==> config.mk <==
export PLATFORM = sky130hd
export DESIGN_NAME = edo_page_ctrl
export DESIGN_NICKNAME = d
export VERILOG_FILES = /design/src/rtl/edo_pkg.sv /design/src/rtl/edo_ctl.sv /design/src/rtl/edo_dp.sv /design/src/rtl/edo_page_ctrl.sv
export SDC_FILE = /design/constraint.sdc
export NUM_CORES = 1
export LEC_CHECK = 0
export BUFFER_PORTS_ARGS = -buffer_cell sky130_fd_sc_hd__buf_2
export CAP_MARGIN = 40
export CORE_ASPECT_RATIO = 1.4
export CORE_MARGIN = 1.5
export CORE_UTILIZATION = 52
export DETAILED_ROUTE_END_ITERATION = 7
export PLACE_DENSITY_LB_ADDON = 0.15
export SLEW_MARGIN = 20
export SYNTH_ARGS = -nofsm -noshare
export SYNTH_HDL_FRONTEND = slang
export SYNTH_HIERARCHICAL = 1
export SYNTH_SLANG_ARGS = --single-unit
==> constraint.sdc <==
create_clock -name clk -period 3.07 [get_ports clk]
set_input_delay 0.1535 -clock clk [delete_from_list [all_inputs] [get_ports clk]]
set_output_delay 0.1535 -clock clk [all_outputs]
set_load 0.02 [all_outputs]
==> src/rtl/edo_pkg.sv <==
`timescale 1ns/1ps
package edo_pkg;

  typedef enum logic [2:0] {
    ST_IDLE,
    ST_ROW,
    ST_COLSET,
    ST_CAS,
    ST_OPEN,
    ST_GRANT
  } edoState_e;

  // strobes from control to datapath, all active high
  typedef struct packed {
    logic load;
    logic rasOn;
    logic casOn;
    logic weOn;
    logic oeOn;
    logic drive;
    logic useRow;
    logic capture;
  } edoStrobe_t;

endpackage

==> src/rtl/edo_ctl.sv <==
`timescale 1ns/1ps
module edo_ctl
  import edo_pkg::*;
#(
  parameter int T_RP    = 3,
  parameter int T_RCD   = 1,
  parameter int T_CAS   = 1,
  parameter int T_CP    = 1,
  parameter int T_CAC   = 2,
  parameter int RAS_MAX = 10000
) (
  input  logic       clk,
  input  logic       rstN,
  input  logic       reqValid,
  input  logic       reqWrite,
  input  logic       rowHit,
  input  logic       refReq,
  output logic       reqReady,
  output logic       refGnt,
  output edoStrobe_t stb
);

  localparam int L_RD      = (T_CAS > T_CAC + 1) ? T_CAS : T_CAC + 1;
  localparam int L_WR      = T_CAS;
  localparam int GUARD     = L_RD + T_CP + 1;
  localparam int RAS_LIMIT = RAS_MAX - GUARD;
  localparam int SPAN      = T_RP + T_RCD + L_RD + T_CP;
  localparam int CNT_W     = $clog2(SPAN + 1);
  localparam int RAS_W     = $clog2(RAS_MAX + 1);

  edoState_e        state;
  logic [CNT_W-1:0] waitCnt;
  logic [RAS_W-1:0] rasCnt;
  logic             curWrite;
  logic             waitDone;
  logic             rasAged;
  logic             idleGo;
  logic             hitGo;
  logic             accept;

  assign waitDone = (waitCnt == '0);
  assign rasAged  = (rasCnt >= RAS_W'(RAS_LIMIT));
  assign idleGo   = (state == ST_IDLE) && waitDone && !refReq;
  assign hitGo    = (state == ST_OPEN) && waitDone && !refReq && !rasAged && rowHit;
  assign reqReady = idleGo || hitGo;
  assign accept   = reqReady && reqValid;
  assign refGnt   = (state == ST_GRANT);

  always_ff @(posedge clk) begin
    if (!rstN) begin
      state    <= ST_IDLE;
      waitCnt  <= CNT_W'(T_RP - 1);
      curWrite <= 1'b0;
    end else begin
      unique case (state)
        ST_IDLE: begin
          if (!waitDone) waitCnt <= waitCnt - 1'b1;
          else if (refReq) state <= ST_GRANT;
          else if (reqValid) begin
            state    <= ST_ROW;
            waitCnt  <= CNT_W'(T_RCD - 1);
            curWrite <= reqWrite;
          end
        end
        ST_ROW: begin
          if (!waitDone) waitCnt <= waitCnt - 1'b1;
          else state <= ST_COLSET;
        end
        ST_COLSET: begin
          state   <= ST_CAS;
          waitCnt <= curWrite ? CNT_W'(L_WR - 1) : CNT_W'(L_RD - 1);
        end
        ST_CAS: begin
          if (!waitDone) waitCnt <= waitCnt - 1'b1;
          else begin
            state   <= ST_OPEN;
            waitCnt <= CNT_W'(T_CP - 1);
          end
        end
        ST_OPEN: begin
          if (!waitDone) waitCnt <= waitCnt - 1'b1;
          else if (refReq || rasAged || (reqValid && !rowHit)) begin
            state   <= ST_IDLE;
            waitCnt <= CNT_W'(T_RP - 1);
          end else if (reqValid) begin
            state    <= ST_COLSET;
            curWrite <= reqWrite;
          end
        end
        ST_GRANT: begin
          if (!refReq) begin
            state   <= ST_IDLE;
            waitCnt <= CNT_W'(T_RP - 1);
          end
        end
        default: state <= ST_IDLE;
      endcase
    end
  end

  // cycles the row strobe has been requested low
  always_ff @(posedge clk) begin
    if (!rstN) rasCnt <= '0;
    else if (state == ST_IDLE || state == ST_GRANT) rasCnt <= '0;
    else if (rasCnt != RAS_W'(RAS_MAX)) rasCnt <= rasCnt + 1'b1;
  end

  always_comb begin
    stb         = '0;
    stb.load    = accept;
    stb.rasOn   = (state == ST_ROW) || (state == ST_COLSET) ||
                  (state == ST_CAS) || (state == ST_OPEN);
    stb.casOn   = (state == ST_CAS);
    stb.weOn    = curWrite && ((state == ST_COLSET) || (state == ST_CAS) || (state == ST_OPEN));
    stb.oeOn    = !curWrite && ((state == ST_COLSET) || (state == ST_CAS));
    stb.drive   = stb.weOn;
    stb.useRow  = (state == ST_ROW);
    stb.capture = (state == ST_CAS) && waitDone && !curWrite;
  end

  // a grant is never entered straight from an open row
  assert_gnt_from_idle_R10: assert property (@(posedge clk) disable iff (!rstN)
    $rose(refGnt) |-> $past(state) == ST_IDLE);

endmodule

==> src/rtl/edo_dp.sv <==
`timescale 1ns/1ps
module edo_dp
  import edo_pkg::*;
#(
  parameter int ROW_W  = 8,
  parameter int COL_W  = 8,
  parameter int DATA_W = 16,
  parameter int LANES  = 2
) (
  input  logic                     clk,
  input  logic                     rstN,
  input  edoStrobe_t               stb,
  input  logic [ROW_W+COL_W-1:0]   reqAddr,
  input  logic [LANES-1:0]         reqByteEn,
  input  logic [DATA_W-1:0]        reqWdata,
  input  logic [DATA_W-1:0]        dramDqIn,
  output logic                     rowHit,
  output logic                     dramRasN,
  output logic [LANES-1:0]         dramCasN,
  output logic                     dramWeN,
  output logic                     dramOeN,
  output logic [((ROW_W > COL_W) ? ROW_W : COL_W)-1:0] dramAddr,
  output logic [DATA_W-1:0]        dramDqOut,
  output logic                     dramDqOe,
  output logic                     rspValid,
  output logic [DATA_W-1:0]        rspData
);

  localparam int ADDR_W = ROW_W + COL_W;
  localparam int BUS_W  = (ROW_W > COL_W) ? ROW_W : COL_W;
  localparam int LANE_W = DATA_W / LANES;

  logic [ADDR_W-1:0] latAddr;
  logic [LANES-1:0]  latBe;
  logic [DATA_W-1:0] latData;
  logic              capQ;
  logic [LANES-1:0]  capBe;
  logic [DATA_W-1:0] laneMask;
  logic [BUS_W-1:0]  rowBus;
  logic [BUS_W-1:0]  colBus;

  assign rowHit = (reqAddr[ADDR_W-1:COL_W] == latAddr[ADDR_W-1:COL_W]);
  assign rowBus = BUS_W'(latAddr[ADDR_W-1:COL_W]);
  assign colBus = BUS_W'(latAddr[COL_W-1:0]);

  always_ff @(posedge clk) begin
    if (!rstN) begin
      latAddr <= '0;
      latBe   <= '0;
      latData <= '0;
    end else if (stb.load) begin
      latAddr <= reqAddr;
      latBe   <= reqByteEn;
      latData <= reqWdata;
    end
  end

  always_ff @(posedge clk) begin
    if (!rstN) begin
      dramRasN  <= 1'b1;
      dramWeN   <= 1'b1;
      dramOeN   <= 1'b1;
      dramDqOe  <= 1'b0;
      dramAddr  <= '0;
      dramDqOut <= '0;
    end else begin
      dramRasN  <= !stb.rasOn;
      dramWeN   <= !stb.weOn;
      dramOeN   <= !stb.oeOn;
      dramDqOe  <= stb.drive;
      dramAddr  <= stb.useRow ? rowBus : colBus;
      dramDqOut <= latData;
    end
  end

  for (genvar i = 0; i < LANES; i++) begin : g_lane
    always_ff @(posedge clk) begin
      if (!rstN) dramCasN[i] <= 1'b1;
      else       dramCasN[i] <= !(stb.casOn && latBe[i]);
    end
    assign laneMask[i*LANE_W +: LANE_W] = {LANE_W{capBe[i]}};
  end

  always_ff @(posedge clk) begin
    if (!rstN) begin
      capQ     <= 1'b0;
      capBe    <= '0;
      rspValid <= 1'b0;
      rspData  <= '0;
    end else begin
      capQ     <= stb.capture;
      capBe    <= latBe;
      rspValid <= capQ;
      if (capQ) rspData <= dramDqIn & laneMask;
    end
  end

  // output enable and write strobe never low together
  assert_oe_vs_we_R12: assert property (@(posedge clk) disable iff (!rstN)
    !dramOeN |-> (dramWeN && !dramDqOe));

  // response is a single-cycle pulse
  assert_rsp_pulse_R9: assert property (@(posedge clk) disable iff (!rstN)
    rspValid |=> !rspValid);

endmodule

==> src/rtl/edo_page_ctrl.sv <==
`timescale 1ns/1ps
module edo_page_ctrl
  import edo_pkg::*;
#(
  parameter int T_RP    = 3,
  parameter int T_RCD   = 1,
  parameter int T_CAS   = 1,
  parameter int T_CP    = 1,
  parameter int T_CAC   = 2,
  parameter int RAS_MAX = 10000
) (
  input  logic        clk,
  input  logic        rstN,
  input  logic        reqValid,
  output logic        reqReady,
  input  logic        reqWrite,
  input  logic [15:0] reqAddr,
  input  logic [1:0]  reqByteEn,
  input  logic [15:0] reqWdata,
  output logic        rspValid,
  output logic [15:0] rspData,
  input  logic        refReq,
  output logic        refGnt,
  output logic        dramRasN,
  output logic [1:0]  dramCasN,
  output logic        dramWeN,
  output logic        dramOeN,
  output logic [7:0]  dramAddr,
  output logic [15:0] dramDqOut,
  output logic        dramDqOe,
  input  logic [15:0] dramDqIn
);

  localparam int RAS_W = $clog2(RAS_MAX + 2);

  edoStrobe_t stb;
  logic       rowHit;

  edo_ctl #(
    .T_RP(T_RP), .T_RCD(T_RCD), .T_CAS(T_CAS), .T_CP(T_CP),
    .T_CAC(T_CAC), .RAS_MAX(RAS_MAX)
  ) u_ctl (
    .clk(clk), .rstN(rstN), .reqValid(reqValid), .reqWrite(reqWrite),
    .rowHit(rowHit), .refReq(refReq), .reqReady(reqReady),
    .refGnt(refGnt), .stb(stb)
  );

  edo_dp #(.ROW_W(8), .COL_W(8), .DATA_W(16), .LANES(2)) u_dp (
    .clk(clk), .rstN(rstN), .stb(stb), .reqAddr(reqAddr),
    .reqByteEn(reqByteEn), .reqWdata(reqWdata), .dramDqIn(dramDqIn),
    .rowHit(rowHit), .dramRasN(dramRasN), .dramCasN(dramCasN),
    .dramWeN(dramWeN), .dramOeN(dramOeN), .dramAddr(dramAddr),
    .dramDqOut(dramDqOut), .dramDqOe(dramDqOe),
    .rspValid(rspValid), .rspData(rspData)
  );

  // pin-level watch of row strobe low time
  logic [RAS_W-1:0] rasLowCnt;
  logic             casAny;
  assign casAny = ~&dramCasN;

  always_ff @(posedge clk) begin
    if (!rstN || dramRasN) rasLowCnt <= '0;
    else if (rasLowCnt != RAS_W'(RAS_MAX + 1)) rasLowCnt <= rasLowCnt + 1'b1;
  end

  assert_ras_max_R8: assert property (@(posedge clk) disable iff (!rstN)
    rasLowCnt <= RAS_W'(RAS_MAX));

  assert_cas_in_row_R5: assert property (@(posedge clk) disable iff (!rstN)
    casAny |-> !dramRasN);

  assert_early_we_R3: assert property (@(posedge clk) disable iff (!rstN)
    ($rose(casAny) && !dramWeN) |-> $past(!dramWeN));

  assert_drive_on_write_R3: assert property (@(posedge clk) disable iff (!rstN)
    (casAny && !dramWeN) |-> dramDqOe);

  assert_gnt_quiet_R10: assert property (@(posedge clk) disable iff (!rstN)
    refGnt |-> (dramRasN && !casAny));

endmodule

# == Yosys cells after proc, flatten, opt, wreduce, memory -nomap -nowiden ==
# Cells that the tools add are included.
# totals
ff_bits,106
# op_classes
add_sub_neg,2
magnitude_cmp,1
eq_ne,20
muxes,27
n_bitwise,2
reduce_logical,40
# ops
operator,n
$mux 4,8
$mux 3,9
$pmux 4 s6,1
$pmux 3 s6,1
$and 16x16->16,1
$ne 3x3->1 const B,5
$add 14x1->14 const B,1
$ge 14x14->1 const B,1
$logic_and 1x1->1,14
$ne 14x14->1 const B,1
$ne 2x2->1 const B,6
$logic_not 1->1,9
$logic_or 1x1->1,9
$eq 8x8->1,1
$mux 8,1
$reduce_and 7->1,1
$eq 3x2->1 const B,2
$eq 3x3->1 const B,2
$reduce_and 6->1,1
$reduce_bool 6->1,1
$mux 1,5
$reduce_and 5->1,1
$logic_not 4->1,1
$ne 2x1->1 const B,2
8 further kinds,8

# == Longest topological paths before layout ==
# logic_depth
depth_word,7
mapped_depth,11

# == By module ==
# Netlist, hierarchy kept.
# modules_own_cells
mod,n_inst,cells_per_inst,area_per_inst_um2,seq_area_each_um2
edo_dp,1,272,3130.5,1681.6
edo_ctl,1,175,1412.6,440.4

# == Least setup slack after synthesis ==
# Ideal clock, no wire load.
# synth_path
path_kind,reg-to-reg
start,reg u_ctl.rasCnt[0]
end,reg u_dp.latAddr[0]
setup_ps,116
arrival_ps,2040
required_ps,2954
setup_slack_ps,914
stages_incl_launch_ff,12
path_buffers,3
cell_sequence,dfxtp_1 ha_1 o21ai_0 a211oi_1 nor2_1 a21oi_1 nor3b_1 buf_4 buf_6 buf_8 mux2i_1 nor2b_1
# synth_between
elab_chain_cells,6
# synth_lines
item,line_no,rtl
from (decl),edo_ctl.sv:33,logic [RAS_W-1:0] rasCnt;
from (signal assigned),edo_ctl.sv:105,else if (rasCnt != RAS_W'(RAS_MAX)) rasCnt <= rasCnt + 1'b1;
$ge 14x14->1,edo_ctl.sv:42,assign rasAged = (rasCnt >= RAS_W'(RAS_LIMIT));
$logic_not 1->1,edo_ctl.sv:44,assign hitGo = (state == ST_OPEN) && waitDone && !refReq && !rasAged && rowHit;
$logic_and 1x1->1 (2 in a row),edo_ctl.sv:44,
$logic_or 1x1->1,edo_ctl.sv:45,assign reqReady = idleGo || hitGo;
$logic_and 1x1->1,edo_ctl.sv:46,assign accept = reqReady && reqValid;
named net u_ctl.accept,edo_ctl.sv:39,logic accept;
to (signal assigned),edo_dp.sv:52,latAddr <= reqAddr;
to (decl),edo_dp.sv:33,logic [ADDR_W-1:0] latAddr;
# The timed path passes the listed nets, and every way through them passes these cells.
# A chain may end at the register's enable or synchronous reset.

# == Worst setup path after layout ==
# layout_path
start,reg u_ctl.rasCnt[0]
end,out reqReady
# layout_between
elab_chain_cells,5
# layout_lines
item,line_no,rtl
$ge 14x14->1,edo_ctl.sv:42,
$logic_not 1->1,edo_ctl.sv:44,
$logic_and 1x1->1 (2 in a row),edo_ctl.sv:44,
$logic_or 1x1->1,edo_ctl.sv:45,
to (decl),edo_page_ctrl.sv:15,"output logic reqReady,"
# No other way between the ends.

==> flow_summary.json <==
{
  "cts-root-buf": "clkbuf_16",
  "synth_seq_cells": 106,
  "drv_slew": 0,
  "synthSimpleGateAreaFrac": 0.254,
  "regToRegStartpoint": "u_ctl/rasCnt[0]$_SDFFE_PP0P_",
  "whs_ns": 0.0523,
  "power.share.clock": 0.333,
  "p_sw_frac": 0.289,
  "syn2layout_area_growth_pct": 18.2,
  "power_frac_seq": 0.448,
  "synth-compound-area-share": 0.0801,
  "drive_above_1_share": 0.305,
  "p_leak_nw": 2.15,
  "numCtsBuffers": 9,
  "h-tree-depth": 3,
  "synth_top_family_by_area": "simple AND/OR/NAND/NOR gates",
  "layout.nets": 598,
  "syn-instance-count": 447,
  "rows": 40,
  "path_max_fanout": 6,
  "fp.dieH_um": 114,
  "first_global_vias": 3165,
  "path_cells": "ha_1 > o21ai_0 > a211oi_1 > nor2_1 > a21oi_1 > nor2_1 > buf_2",
  "ff2ff_setup_slack_ns": 0.66,
  "synth.distinct_cells": 51,
  "post_cts_buffers": 0,
  "cts_tree": "done",
  "dp_hpwl_mm": 6.34,
  "io_pins": 104,
  "synth-adder-area-share": 0.0110,
  "synth_xor_area_frac": 0.0424,
  "async_flop_share": 0,
  "hold_path.startpoint": "dramDqIn[8]",
  "power_density_nw_per_um2": 647,
  "vias": 3345,
  "post_drt_wl_per_cell_um": 13.9,
  "grt_pass1_wl_mm": 14.6,
  "core_um2": 8510,
  "reg2reg_to": "u_dp/latData[1]$_SDFFE_PN0P_",
  "crit_buf_inv": 1,
  "gp_congestion": 0.847,
  "hold_depth": 3,
  "crit_path_frequent_cell": "nor2_1",
  "clock_skew_ns": 0.00527,
  "grtUsageTotal": 0.204,
  "hold_violations": 0,
  "post_cts_resized": 0,
  "timing.final.crit_share": 0.804,
  "p_sw_mw": 1.00,
  "die_x_um": 82.0,
  "worst_pin_slew_ns": 0.825,
  "drc": 0,
  "ant_nets": 0,
  "dr.first_iter.drc_count": 145,
  "cp_slowest_cell": "a211oi_1",
  "crit_arrival_ns": 2.31,
  "critPathRequiredTime_ns": 2.92,
  "antenna_found_initial": 0,
  "grt_overflow_total": 0,
  "fill_cells": 745,
  "path_class": "reg -> out",
  "vdd_drop_max_uv": 414,
  "critPathTopFamily": "compound AO/OA/AOI/OAI gates",
  "grt_max_degree": 58,
  "synth.avg_cell_area_um2": 10.2,
  "cts_sinks": 106,
  "cts_hold_buffers": 0,
  "drt_wl_total_mm": 9.02,
  "finalSetupViolCount": 0,
  "fp.dieArea_um2": 9310,
  "drt-pass1-iter-count": 4,
  "start_util": 0.534,
  "hold_class": "in -> reg",
  "syn_nets": 506,
  "r2r.worst_path.cells": 9,
  "maxCapViolations": 0,
  "finalSetupTns_ns": 0,
  "synth_seq_area_share": 0.467,
  "worst_hold_path.endpoint": "u_dp/rspData[8]$_SDFFE_PN0P_",
  "p_int_mw": 2.47,
  "viasPerCell": 5.15,
  "synth_edf_count": 0,
  "end_kind": "primary output",
  "rsz0062_at_grt": "no",
  "slowest_delay_ns": 0.59,
  "start_kind": "register",
  "synth_area_um2": 4540,
  "clkLatencyLatePin_ns": 0.34,
  "io_buffers": 103,
  "clockBufferDepth": 2,
  "period_minus_slack_ns": 2.47,
  "ys_warn_count": 6,
  "p_comb_frac": 0.219,
  "synth.area.mux_share": 0.0991,
  "fmax_mhz": 405,
  "slew_headroom": 0.450,
  "status": "completed",
  "n_antenna_cell": 0,
  "path_clk_slew_ns": 0.07,
  "synth_flop_cell": "dfxtp_1"
}
## cell families (layout without fill, tap and decap cells)
| kind of cell | count (synthesis) | after routing |
|---|---|---|
| AND/OR/NAND/NOR | 189 | 189 |
| flip-flops | 106 | 106 |
| AO/OA/AOI/OAI | 48 | 48 |
| multiplexers | 45 | 45 |
| buffers and inverters | 33 | 130 |
| XOR/XNOR | 22 | 22 |
| adder cells (fa/ha/maj) | 4 | 4 |
## Yosys cell counts (all sizes together) (2+ instances only)
master	instances	area, um2
a21boi	3	22.5
a21oi	20	164
nor2	21	78.8
clkbuf	10	37.5
nand3	6	30.0
dfxtp	106	2120
and3	4	25.0
o221ai	3	26.3
xnor2	12	105
nand3b	3	22.5
nor3	9	45.0
o21ai	11	55.1
o21a	2	15.0
xor2	10	87.6
and2	25	156
nor2b	71	484
mux2i	45	450
and4	2	17.5
inv	6	22.5
nor3b	4	30.0
nor4	3	18.8
nand2b	4	25.0
buf	16	139
ha	4	50.1
and2b	8	62.6
o211ai	2	15.0
nand2	16	60.1
nand4	6	37.5
## state kept, by name, summed over array words and instances (netlist names), 2 cells and up
signal          flops
u_ctl/state         3
u_dp/latData       16
u_dp/dramAddr       8
u_dp/rspData       16
u_dp/latBe          2
u_ctl/rasCnt       14
u_dp/latAddr       16
u_dp/dramCasN       2
u_dp/dramDqOut     16
u_ctl/waitCnt       4
u_dp/capBe          2
## layout by cell type (no fill, tap or decap), types with 6 or more instances in the layout
cell       Yosys  routed
nand3_1        6       6
o21ai_0        8       7
clkbuf_16      0       9
xor2_1        10      10
nor2_1        21      21
buf_2          6     103
nand4_1        6       6
nand2_1       16      16
nor2b_2       16      16
nor3_1         9       9
nor2b_1       55      55
inv_1          6       6
a21oi_2       17      17
mux2i_1       45      45
xnor2_1       12      12
and2_1        25      25
dfxtp_1      106     106
and2b_1        7       7
## power by group through the flow
stage / clock network (mW) / logic [mW] / registers [mW]
4_1_cts: 1.19 / 0.763 / 1.56
2_1_floorplan: 0 / 0.592 / 1.58
6_report: 1.16 / 0.760 / 1.56
5_1_grt: 1.24 / 0.844 / 1.57
3_5_place_dp: 0 / 0.760 / 1.59
3_3_place_gp: 0 / 0.743 / 1.58
## area by class of cell
cell class	instances	area, um2	share of cell area
flip-flops and latches	106	2120	0.395
clock buffers	10	239	0.0445
clock inverters	6	65.1	0.0121
repair buffers	108	566	0.105
well taps	105	131	0.0245
inverters	6	22.5	0.00419
multi-input cells	308	2220	0.414
## worst min-delay path: cells and delay by family
| family | cells | cell delay (ns) |
|---|---|---|
| AO/OA/AOI/OAI | 1 | 0.04 |
| buffers and inverters | 1 | 0.08 |
| AND/OR/NAND/NOR | 1 | 0.08 |
## how the worst max path moves through the flow
stage	slack [ns]	start	to	cells after the start
6_report	0.60	u_ctl/rasCnt[0]$_SDFFE_PP0P_	reqReady	7
5_1_grt	0.41	u_ctl/rasCnt[1]$_SDFFE_PP0P_	reqReady	7
4_1_cts	0.60	u_ctl/rasCnt[0]$_SDFFE_PP0P_	reqReady	7
3_5_place_dp	0.72	u_ctl/rasCnt[0]$_SDFFE_PP0P_	u_dp/latData[9]$_SDFFE_PN0P_	9
3_3_place_gp	0.84	u_ctl/rasCnt[11]$_SDFFE_PP0P_	u_dp/latData[14]$_SDFFE_PN0P_	8
2_1_floorplan	0.91	u_ctl/rasCnt[0]$_SDFFE_PP0P_	u_dp/latAddr[0]$_SDFFE_PN0P_	11
## per-layer routing
metal | wire [um] | global-route usage
met3 | 415 | 0.0480
met1 | 3860 | 0.243
met4 | 121 | 0.0870
met2 | 4620 | 0.344
met5 | 0 | 0
## metrics by stage
stage | total power, mW | instances | utilization | area, um2 | setup slack (ns)
floorplan | 2.17 | 447 | - | 4540 | 0.914
global placement | 2.32 | 633 | 0.595 | 5060 | 0.836
detailed placement | 2.35 | 633 | 0.595 | 5060 | 0.721
CTS | 3.51 | 649 | 0.631 | 5370 | 0.599
global route | 3.66 | 649 | 0.631 | 5370 | 0.414
finish | 3.47 | 649 | 0.631 | 5370 | 0.603
Power figures use the tool's default switching activity.
